**config.mk**
```make
export PLATFORM = sky130hd
export DESIGN_NAME = delayed_read_tracker
export DESIGN_NICKNAME = d
export VERILOG_FILES = /design/src/rtl/drq_pkg.sv /design/src/rtl/drq_slots.sv /design/src/rtl/drq_match.sv /design/src/rtl/drq_timer.sv /design/src/rtl/delayed_read_tracker.sv
export SDC_FILE = /design/constraint.sdc
export NUM_CORES = 1
export LEC_CHECK = 0
export BUFFER_PORTS_ARGS = -buffer_cell sky130_fd_sc_hd__buf_2
export CAP_MARGIN = 20
export CORE_UTILIZATION = 49
export DETAILED_ROUTE_END_ITERATION = 10
export PLACE_DENSITY = 0.69
export SYNTH_ARGS = -nofsm -noshare
export SYNTH_HDL_FRONTEND = slang
export SYNTH_SLANG_ARGS = --single-unit
```
**constraint.sdc**
```tcl
create_clock -name clk -period 4.71 [get_ports clk]
set_clock_uncertainty 0.15 [all_clocks]
set_input_delay 0.471 -clock clk [delete_from_list [all_inputs] [get_ports clk]]
set_output_delay 0.471 -clock clk [all_outputs]
set_load 0.02 [all_outputs]
```
**src/rtl/drq_pkg.sv**
```systemverilog
package drq_pkg;
    typedef enum logic [1:0] {
        TMR_IDLE,
        TMR_COUNT,
        TMR_EXPIRE
    } tmr_state_t;
endpackage

```
**src/rtl/drq_slots.sv**
```systemverilog
module drq_slots #(
    parameter int DEPTH = 3,
    parameter int AW    = 32,
    parameter int CW    = 4,
    parameter int IW    = (DEPTH > 1) ? $clog2(DEPTH) : 1,
    parameter int OW    = $clog2(DEPTH + 1)
) (
    input  logic                         clk,
    input  logic                         rst,
    input  logic                         push,
    input  logic [AW-1:0]                push_addr,
    input  logic [CW-1:0]                push_cmd,
    input  logic                         pop,
    input  logic                         mark_cpl,
    output logic [DEPTH-1:0]             slot_vld,
    output logic [DEPTH-1:0][AW-1:0]     slot_addr,
    output logic [DEPTH-1:0][CW-1:0]     slot_cmd,
    output logic [IW-1:0]                head_idx,
    output logic                         head_done,
    output logic [OW-1:0]                count
);
    logic [DEPTH-1:0] done_q;
    logic [IW-1:0]    tail_idx;

    function automatic logic [IW-1:0] wrap_inc(input logic [IW-1:0] p);
        return (p == IW'(DEPTH - 1)) ? '0 : p + 1'b1;
    endfunction

    assign head_done = slot_vld[head_idx] & done_q[head_idx];

    always_ff @(posedge clk) begin
        if (rst) begin
            slot_vld <= '0;
            done_q   <= '0;
            head_idx <= '0;
            tail_idx <= '0;
            count    <= '0;
        end else begin
            if (mark_cpl && count != '0 && !pop)
                done_q[head_idx] <= 1'b1;
            if (pop) begin
                slot_vld[head_idx] <= 1'b0;
                done_q[head_idx]   <= 1'b0;
                head_idx           <= wrap_inc(head_idx);
            end
            if (push) begin
                slot_vld[tail_idx] <= 1'b1;
                done_q[tail_idx]   <= 1'b0;
                tail_idx           <= wrap_inc(tail_idx);
            end
            if (push && !pop)
                count <= count + 1'b1;
            else if (pop && !push)
                count <= count - 1'b1;
        end
    end

    always_ff @(posedge clk) begin
        if (push) begin
            slot_addr[tail_idx] <= push_addr;
            slot_cmd[tail_idx]  <= push_cmd;
        end
    end

    AST_COUNT_BOUND: assert property (@(posedge clk) disable iff (rst)
        count <= OW'(DEPTH));
    AST_NO_PUSH_WHEN_FULL: assert property (@(posedge clk) disable iff (rst)
        push && !pop |-> count < OW'(DEPTH));
    AST_POP_NONEMPTY: assert property (@(posedge clk) disable iff (rst)
        pop |-> count != '0);
endmodule

```
**src/rtl/drq_match.sv**
```systemverilog
module drq_match #(
    parameter int DEPTH = 3,
    parameter int AW    = 32,
    parameter int CW    = 4,
    parameter int IW    = (DEPTH > 1) ? $clog2(DEPTH) : 1
) (
    input  logic [DEPTH-1:0]             slot_vld,
    input  logic [DEPTH-1:0][AW-1:0]     slot_addr,
    input  logic [DEPTH-1:0][CW-1:0]     slot_cmd,
    input  logic [AW-1:0]                cmp_addr,
    input  logic [CW-1:0]                cmp_cmd,
    input  logic [IW-1:0]                head_idx,
    input  logic                         mask_head,
    output logic                         any_match,
    output logic                         head_match
);
    logic [DEPTH-1:0] raw_match;
    logic [DEPTH-1:0] live_match;

    for (genvar i = 0; i < DEPTH; i++) begin : g_cmp
        assign raw_match[i]  = slot_vld[i] && slot_addr[i] == cmp_addr
                               && slot_cmd[i] == cmp_cmd;
        assign live_match[i] = raw_match[i]
                               && !(mask_head && head_idx == IW'(i));
    end

    assign any_match  = |live_match;
    assign head_match = raw_match[head_idx];
endmodule

```
**src/rtl/drq_timer.sv**
```systemverilog
module drq_timer
    import drq_pkg::*;
#(
    parameter int SHORT_LOG2 = 10,
    parameter int LONG_LOG2  = 15
) (
    input  logic clk,
    input  logic rst,
    input  logic arm,
    input  logic stop,
    input  logic sel_short,
    output logic expire,
    output logic running
);
    localparam int TW = (LONG_LOG2 > SHORT_LOG2) ? LONG_LOG2 : SHORT_LOG2;
    localparam logic [TW-1:0] SHORT_LOAD = TW'((1 << SHORT_LOG2) - 1);
    localparam logic [TW-1:0] LONG_LOAD  = TW'((1 << LONG_LOG2) - 1);

    tmr_state_t      state_q, state_d;
    logic [TW-1:0]   cnt_q;

    always_comb begin
        state_d = state_q;
        unique case (state_q)
            TMR_IDLE:   if (arm && !stop) state_d = TMR_COUNT;
            TMR_COUNT: begin
                if (stop)              state_d = TMR_IDLE;
                else if (cnt_q == '0)  state_d = TMR_EXPIRE;
            end
            TMR_EXPIRE: state_d = TMR_IDLE;
            default:    state_d = TMR_IDLE;
        endcase
    end

    always_ff @(posedge clk) begin
        if (rst) state_q <= TMR_IDLE;
        else     state_q <= state_d;
    end

    always_ff @(posedge clk) begin
        if (rst)
            cnt_q <= '0;
        else if (state_q == TMR_IDLE && state_d == TMR_COUNT)
            cnt_q <= sel_short ? SHORT_LOAD : LONG_LOAD;
        else if (state_q == TMR_COUNT && cnt_q != '0)
            cnt_q <= cnt_q - 1'b1;
    end

    always_comb begin
        expire  = 1'b0;
        running = 1'b0;
        unique case (state_q)
            TMR_IDLE:   ;
            TMR_COUNT:  running = 1'b1;
            TMR_EXPIRE: expire  = 1'b1;
            default:    ;
        endcase
    end

    AST_EXPIRE_FOLLOWS_COUNT: assert property (@(posedge clk) disable iff (rst)
        state_q == TMR_EXPIRE |-> $past(state_q) == TMR_COUNT);
    AST_EXPIRE_ONE_CYCLE: assert property (@(posedge clk) disable iff (rst)
        state_q == TMR_EXPIRE |=> state_q == TMR_IDLE);
    AST_COUNT_NEEDS_ARM: assert property (@(posedge clk) disable iff (rst)
        $rose(running) |-> $past(arm));
endmodule

```
**src/rtl/delayed_read_tracker.sv**
```systemverilog
module delayed_read_tracker #(
    parameter int DEPTH      = 3,
    parameter int AW         = 32,
    parameter int CW         = 4,
    parameter int SHORT_LOG2 = 10,
    parameter int LONG_LOG2  = 15,
    parameter int IW         = (DEPTH > 1) ? $clog2(DEPTH) : 1,
    parameter int OW         = $clog2(DEPTH + 1)
) (
    input  logic          clk,
    input  logic          rst,
    input  logic          req_valid,
    input  logic [AW-1:0] req_addr,
    input  logic [CW-1:0] req_cmd,
    output logic          req_accept,
    output logic          req_dup,
    output logic          req_refuse,
    output logic          req_hit,
    input  logic          cpl_valid,
    input  logic          data_at_head,
    input  logic          tmo_sel,
    input  logic          serr_en,
    output logic          discard,
    output logic          pop_data,
    output logic          serr,
    output logic [AW-1:0] head_addr,
    output logic [CW-1:0] head_cmd,
    output logic [OW-1:0] occupancy
);
    logic [DEPTH-1:0]         slot_vld;
    logic [DEPTH-1:0][AW-1:0] slot_addr;
    logic [DEPTH-1:0][CW-1:0] slot_cmd;
    logic [IW-1:0]            head_idx;
    logic                     head_done;
    logic                     any_match, head_match;
    logic                     expiring, running;
    logic                     ready_head, full, fresh;

    assign full       = occupancy == OW'(DEPTH);
    assign ready_head = head_done && data_at_head;

    assign req_hit    = req_valid && head_match && ready_head && !expiring;
    assign fresh      = req_valid && !req_hit && !any_match;
    assign req_dup    = req_valid && !req_hit && any_match;
    assign req_refuse = fresh && full;
    assign req_accept = fresh && !full;

    assign discard    = expiring;
    assign pop_data   = expiring;
    assign serr       = expiring && serr_en;

    assign head_addr  = slot_addr[head_idx];
    assign head_cmd   = slot_cmd[head_idx];

    drq_slots #(.DEPTH(DEPTH), .AW(AW), .CW(CW), .IW(IW), .OW(OW)) u_slots (
        .clk       (clk),
        .rst       (rst),
        .push      (req_accept),
        .push_addr (req_addr),
        .push_cmd  (req_cmd),
        .pop       (req_hit || expiring),
        .mark_cpl  (cpl_valid),
        .slot_vld  (slot_vld),
        .slot_addr (slot_addr),
        .slot_cmd  (slot_cmd),
        .head_idx  (head_idx),
        .head_done (head_done),
        .count     (occupancy)
    );

    drq_match #(.DEPTH(DEPTH), .AW(AW), .CW(CW), .IW(IW)) u_match (
        .slot_vld   (slot_vld),
        .slot_addr  (slot_addr),
        .slot_cmd   (slot_cmd),
        .cmp_addr   (req_addr),
        .cmp_cmd    (req_cmd),
        .head_idx   (head_idx),
        .mask_head  (expiring),
        .any_match  (any_match),
        .head_match (head_match)
    );

    drq_timer #(.SHORT_LOG2(SHORT_LOG2), .LONG_LOG2(LONG_LOG2)) u_timer (
        .clk       (clk),
        .rst       (rst),
        .arm       (ready_head),
        .stop      (req_hit),
        .sel_short (tmo_sel),
        .expire    (expiring),
        .running   (running)
    );

    AST_ONE_RESPONSE: assert property (@(posedge clk) disable iff (rst)
        $onehot0({req_accept, req_dup, req_refuse, req_hit}));
    AST_SERR_WITH_DISCARD: assert property (@(posedge clk) disable iff (rst)
        serr |-> discard);
    AST_HIT_RETIRES: assert property (@(posedge clk) disable iff (rst)
        req_hit |=> occupancy == $past(occupancy) - 1'b1);
    AST_HIT_STOPS_TIMER: assert property (@(posedge clk) disable iff (rst)
        req_hit && running |=> !running);
    AST_DISCARD_NEEDS_ENTRY: assert property (@(posedge clk) disable iff (rst)
        discard |-> occupancy != '0);
endmodule

```
==> impl_results.html <==
<table>
<tr><th>Metric</th><th>Value</th></tr>
<tr><th colspan="2">STA</th></tr>
<tr><td>Slew Limit Headroom</td><td>41.2%</td></tr>
<tr><td>Fmax</td><td>252 MHz</td></tr>
<tr><td>Final worst path period share</td><td>84.3%</td></tr>
<tr><td>Final number of hold-violating endpoints</td><td>0</td></tr>
<tr><td>Worst Tran Pin Value</td><td>881 ps</td></tr>
<tr><td>Min Tclk post-route</td><td>3970 ps</td></tr>
<tr><td>Final Setup Violations</td><td>0</td></tr>
<tr><td>Max Transition Viols Final</td><td>0</td></tr>
<tr><td>RSZ-0062 raised after global routing</td><td>false</td></tr>
<tr><td>Post-route setup TNS</td><td>0 ps</td></tr>
<tr><th colspan="2">Detailed routing</th></tr>
<tr><td>Vias per cell</td><td>5.85</td></tr>
<tr><td>Vias post-DR</td><td>5233</td></tr>
<tr><td>Post-detailed-route DRC marker count</td><td>0</td></tr>
<tr><td>Avg WL per Cell</td><td>21.5 um</td></tr>
<tr><td>Number of detailed-routing iterations run before antenna repair</td><td>5</td></tr>
<tr><td>Detailed Route WL</td><td>19300 um</td></tr>
<tr><td>Antenna-violating nets left</td><td>0</td></tr>
<tr><td>DRC violation total after the first TritonRoute iteration</td><td>533</td></tr>
<tr><th colspan="2">Layout</th></tr>
<tr><td>Most common cell after layout, fill and taps aside</td><td>sky130_fd_sc_hd__edfxtp_1</td></tr>
<tr><td>Antenna diode instance count</td><td>0</td></tr>
<tr><td>Final Net Count</td><td>748</td></tr>
<tr><td>Proportion of layout cells with a drive suffix above 1</td><td>19.3%</td></tr>
<tr><td>Filler cell count in the final layout</td><td>1131</td></tr>
<tr><td>Most frequent cells in the layout</td><td>108 x sky130_fd_sc_hd__edfxtp_1, 87 x sky130_fd_sc_hd__buf_2, 84 x sky130_fd_sc_hd__xnor2_1</td></tr>
<tr><td>Area added between synthesis and finish</td><td>17.9%</td></tr>
<tr><td>Post-layout utilization of the core</td><td>59.1%</td></tr>
<tr><th colspan="2">Clocking</th></tr>
<tr><td>Clock sink count</td><td>137</td></tr>
<tr><td>Post-CTS Hold Buffers</td><td>0</td></tr>
<tr><td>Number of buffers inserted by post-CTS setup repair</td><td>0</td></tr>
<tr><td>Count of cells resized by post-cts repair</td><td>0</td></tr>
<tr><td>Clock tree from TritonCTS</td><td>done</td></tr>
<tr><td>Root Buffer Master</td><td>sky130_fd_sc_hd__clkbuf_16</td></tr>
<tr><td>Number of buffers added by the clock tree synthesis step</td><td>17</td></tr>
<tr><td>Max clock buf depth</td><td>2</td></tr>
<tr><td>H-tree lvl count</td><td>4</td></tr>
<tr><td>Register clock-pin slew on the reported worst setup and hold paths</td><td>60 ps</td></tr>
<tr><td>Clock insertion delay at the later pin of the skew report</td><td>420 ps</td></tr>
<tr><th colspan="2">Setup path</th></tr>
<tr><td>Biggest fanout along the worst timing path</td><td>25</td></tr>
<tr><td>Kind of cell adding the most delay to the critical path</td><td>simple AND/OR/NAND/NOR gates</td></tr>
<tr><td>Required time at the worst-slack endpoint</td><td>4090 ps</td></tr>
<tr><td>Type of the setup path with the least slack</td><td>reg2out</td></tr>
<tr><td>Sort of element at the end of the critical path</td><td>output pin</td></tr>
<tr><td>First element of the critical path</td><td>u_slots.head_idx[0]</td></tr>
<tr><td>Startpoint class of the critical path</td><td>register</td></tr>
<tr><td>Cell with the largest stage delay on the worst path</td><td>sky130_fd_sc_hd__dfxtp_1</td></tr>
<tr><td>Arrival time reported for the critical path endpoint</td><td>3350 ps</td></tr>
<tr><td>Ordered cell list for the critical path</td><td>buf_4 &gt; a21oi_1 &gt; o21a_1 &gt; nand2_1 &gt; nor2_1 &gt; a21bo_2 &gt; nor3b_1 &gt; buf_2</td></tr>
<tr><td>Startpoint of the worst-slack reg-to-reg timing path</td><td>u_slots.head_idx[0]</td></tr>
<tr><td>Critical Path Max Stage Delay</td><td>830 ps</td></tr>
<tr><td>Combined buffer and inverter count along the critical path</td><td>2</td></tr>
<tr><th colspan="2">Job</th></tr>
<tr><td>Max-cap check violation count</td><td>0</td></tr>
<tr><th colspan="2">Logic synthesis</th></tr>
<tr><td>Gate count of the mapped netlist</td><td>606</td></tr>
<tr><td>Sequential cell area fraction in the yosys report</td><td>54.9%</td></tr>
<tr><td>Mapped Nets</td><td>652</td></tr>
<tr><td>Post-synth EDFFs</td><td>108</td></tr>
<tr><td>Synth Flop Type</td><td>sky130_fd_sc_hd__edfxtp_1</td></tr>
<tr><td>Post-synthesis cell type count</td><td>49</td></tr>
<tr><td>Synth Cell Area</td><td>6960 sq um</td></tr>
<tr><td>Area share of the largest cell type after synthesis</td><td>46.6%</td></tr>
<tr><td>Register bit total from synthesis</td><td>137</td></tr>
<tr><td>Most area-consuming cells after synthesis</td><td>sky130_fd_sc_hd__edfxtp_1 47%, sky130_fd_sc_hd__xnor2_1 11%, sky130_fd_sc_hd__dfxtp_1 8.3%</td></tr>
<tr><td>Cell taking the most area after synthesis</td><td>sky130_fd_sc_hd__edfxtp_1</td></tr>
<tr><td>Syn. warnings</td><td>0</td></tr>
<tr><td>Post-synth ARST share</td><td>0%</td></tr>
<tr><td>Mean cell area of the mapped netlist</td><td>11.5 sq um</td></tr>
<tr><th colspan="2">Global routing</th></tr>
<tr><td>All-Layer GR Usage</td><td>27.4%</td></tr>
<tr><td>Number of global-route vias before repair</td><td>5103</td></tr>
<tr><td>Pin count of the biggest net entering global routing</td><td>37</td></tr>
<tr><td>Wire length of the first global-routing pass</td><td>28800 um</td></tr>
<tr><td>Antenna violations before repair</td><td>0</td></tr>
<tr><td>Congestion Overflow GR</td><td>0</td></tr>
<tr><th colspan="2">Pwr</th></tr>
<tr><td>Power Internal</td><td>2340 uW</td></tr>
<tr><td>Switching pwr</td><td>811 uW</td></tr>
<tr><td>Proportion of power drawn by combinational gates</td><td>12.7%</td></tr>
<tr><td>Overall power after layout</td><td>3150 uW</td></tr>
<tr><td>Cell leakage power</td><td>0.00276 uW</td></tr>
<tr><td>Fraction of power consumed by sequential logic</td><td>45.0%</td></tr>
<tr><td>Relative contribution of the clock network to total power</td><td>42.2%</td></tr>
<tr><td>Proportion of total power due to net switching</td><td>25.7%</td></tr>
<tr><td>Peak VDD IR</td><td>258 uV</td></tr>
<tr><td>Total power divided by cell area</td><td>384 nW/um^2</td></tr>
<tr><th colspan="2">Floorplanning</th></tr>
<tr><td>Area of the die</td><td>14700 sq um</td></tr>
<tr><td>Top-level port count</td><td>88</td></tr>
<tr><td>Num rows</td><td>43</td></tr>
<tr><td>Die span in x</td><td>121 um</td></tr>
<tr><td>Starting utilization of the core area</td><td>50.2%</td></tr>
<tr><td>Chip Height</td><td>121 um</td></tr>
<tr><td>Area of the core region</td><td>13900 sq um</td></tr>
<tr><th colspan="2">Placed design</th></tr>
<tr><td>Last weighted congestion value of the routability-driven placer</td><td>0.974</td></tr>
<tr><td>Input/output buffers</td><td>87</td></tr>
<tr><td>DPL Wire Length</td><td>14100 um</td></tr>
<tr><th colspan="2">Run status</th></tr>
<tr><td>Outcome</td><td>finished, final reports clean</td></tr>
<tr><th colspan="2">Min path</th></tr>
<tr><td>Min-delay worst type</td><td>in2reg</td></tr>
<tr><td>Hold path startpoint</td><td>req_cmd[2]</td></tr>
</table>
==> state kept, by name, summed over array words and instances, names as in the netlist <==
register / count
u_slots.count: 2
u_slots.done_q: 3
u_slots.head_idx: 2
u_slots.slot_addr: 96
u_slots.slot_cmd: 12
u_slots.slot_vld: 3
u_slots.tail_idx: 2
u_timer.cnt_q: 15
u_timer.state_q: 2
==> logic make-up (layout without fill, tap and decap cells) <==
family | count (synthesis) | in the layout | share of synthesized area [%]
DFF | 137 | 137 | 54.9
xor gates and xnor gates | 123 | 123 | 15.5
AOI/OAI and AO/OA | 81 | 81 | 6.81
muxes | 38 | 38 | 5.46
and+or+nand+nor | 194 | 194 | 15.0
buffers and inverters | 30 | 139 | 1.80
adders and majority gates | 3 | 3 | 0.539
==> metal layers <==
| layer | up-vias | GRT usage [%] | share of wire, % | wire (um) |
|---|---|---|---|---|
| li1 | 2428 | - | - | - |
| met2 | 219 | 40.6 | 45 | 8610 |
| met4 | 0 | 13.1 | 3.2 | 618 |
| met1 | 2538 | 37.1 | 44 | 8550 |
| met5 | - | 0 | 0 | 0 |
| met3 | 48 | 7.33 | 7.7 | 1480 |
==> synthesized netlist by cell type, types with 2 or more instances <==
master,n
sky130_fd_sc_hd__mux2i_1,38
sky130_fd_sc_hd__nand4_1,41
sky130_fd_sc_hd__or2_2,2
sky130_fd_sc_hd__nor4_1,23
sky130_fd_sc_hd__edfxtp_1,108
sky130_fd_sc_hd__nand3_1,12
sky130_fd_sc_hd__a21oi_1,23
sky130_fd_sc_hd__nand2b_1,4
sky130_fd_sc_hd__o21a_1,2
sky130_fd_sc_hd__and2_1,3
sky130_fd_sc_hd__o2bb2ai_1,2
sky130_fd_sc_hd__clkbuf_1,11
sky130_fd_sc_hd__o21ai_0,40
sky130_fd_sc_hd__o22ai_1,3
sky130_fd_sc_hd__nor2_1,24
sky130_fd_sc_hd__xnor2_1,84
sky130_fd_sc_hd__ha_1,3
sky130_fd_sc_hd__and3_1,3
sky130_fd_sc_hd__dfxtp_1,29
sky130_fd_sc_hd__or3_1,2
sky130_fd_sc_hd__nor3b_1,3
sky130_fd_sc_hd__nor2b_1,7
sky130_fd_sc_hd__nor3_1,5
sky130_fd_sc_hd__or4_4,2
sky130_fd_sc_hd__xor2_1,39
sky130_fd_sc_hd__inv_1,12
sky130_fd_sc_hd__nand2_1,54
sky130_fd_sc_hd__buf_1,4
sky130_fd_sc_hd__or4_1,3
==> worst paths after layout <==
check	slack, ps	to	cells after the start
min	170	u_slots.slot_cmd[6]	1
min reg2reg	320	u_slots.slot_vld[1]	2
max reg2reg	840	u_slots.slot_addr[81]	9
max	740	req_accept	8
==> power groups by stage <==
stage	registers [uW]	clock network [uW]	logic [uW]
after floorplan	1440	0	228
after global placement	1440	0	392
after detailed placement	1440	0	398
after CTS	1420	1340	400
after global routing	1430	1390	431
final	1420	1330	402
==> per-stage QoR <==
step                setup WS, ps  hold slack (ps)  area (sq um)  std cells
floorplan                    939              289          6960        606
global placement             913              336          7620        863
detailed placement           808              324          7620        863
CTS                          674              164          8210        895
global route                 522              173          8210        895
finish                       740              172          8210        895
==> cell type report <==
cell class	count	area [sq um]	share of cell area (%)
multi-input combinational	439	3020	36.8
clock buffer	19	433	5.27
inverter	12	45.0	0.549
sequential	137	3820	46.6
timing repair buffer	95	508	6.19
tap	180	225	2.74
clock inverter	13	156	1.90
No activity file was read; power rests on OpenSTA's default activity.
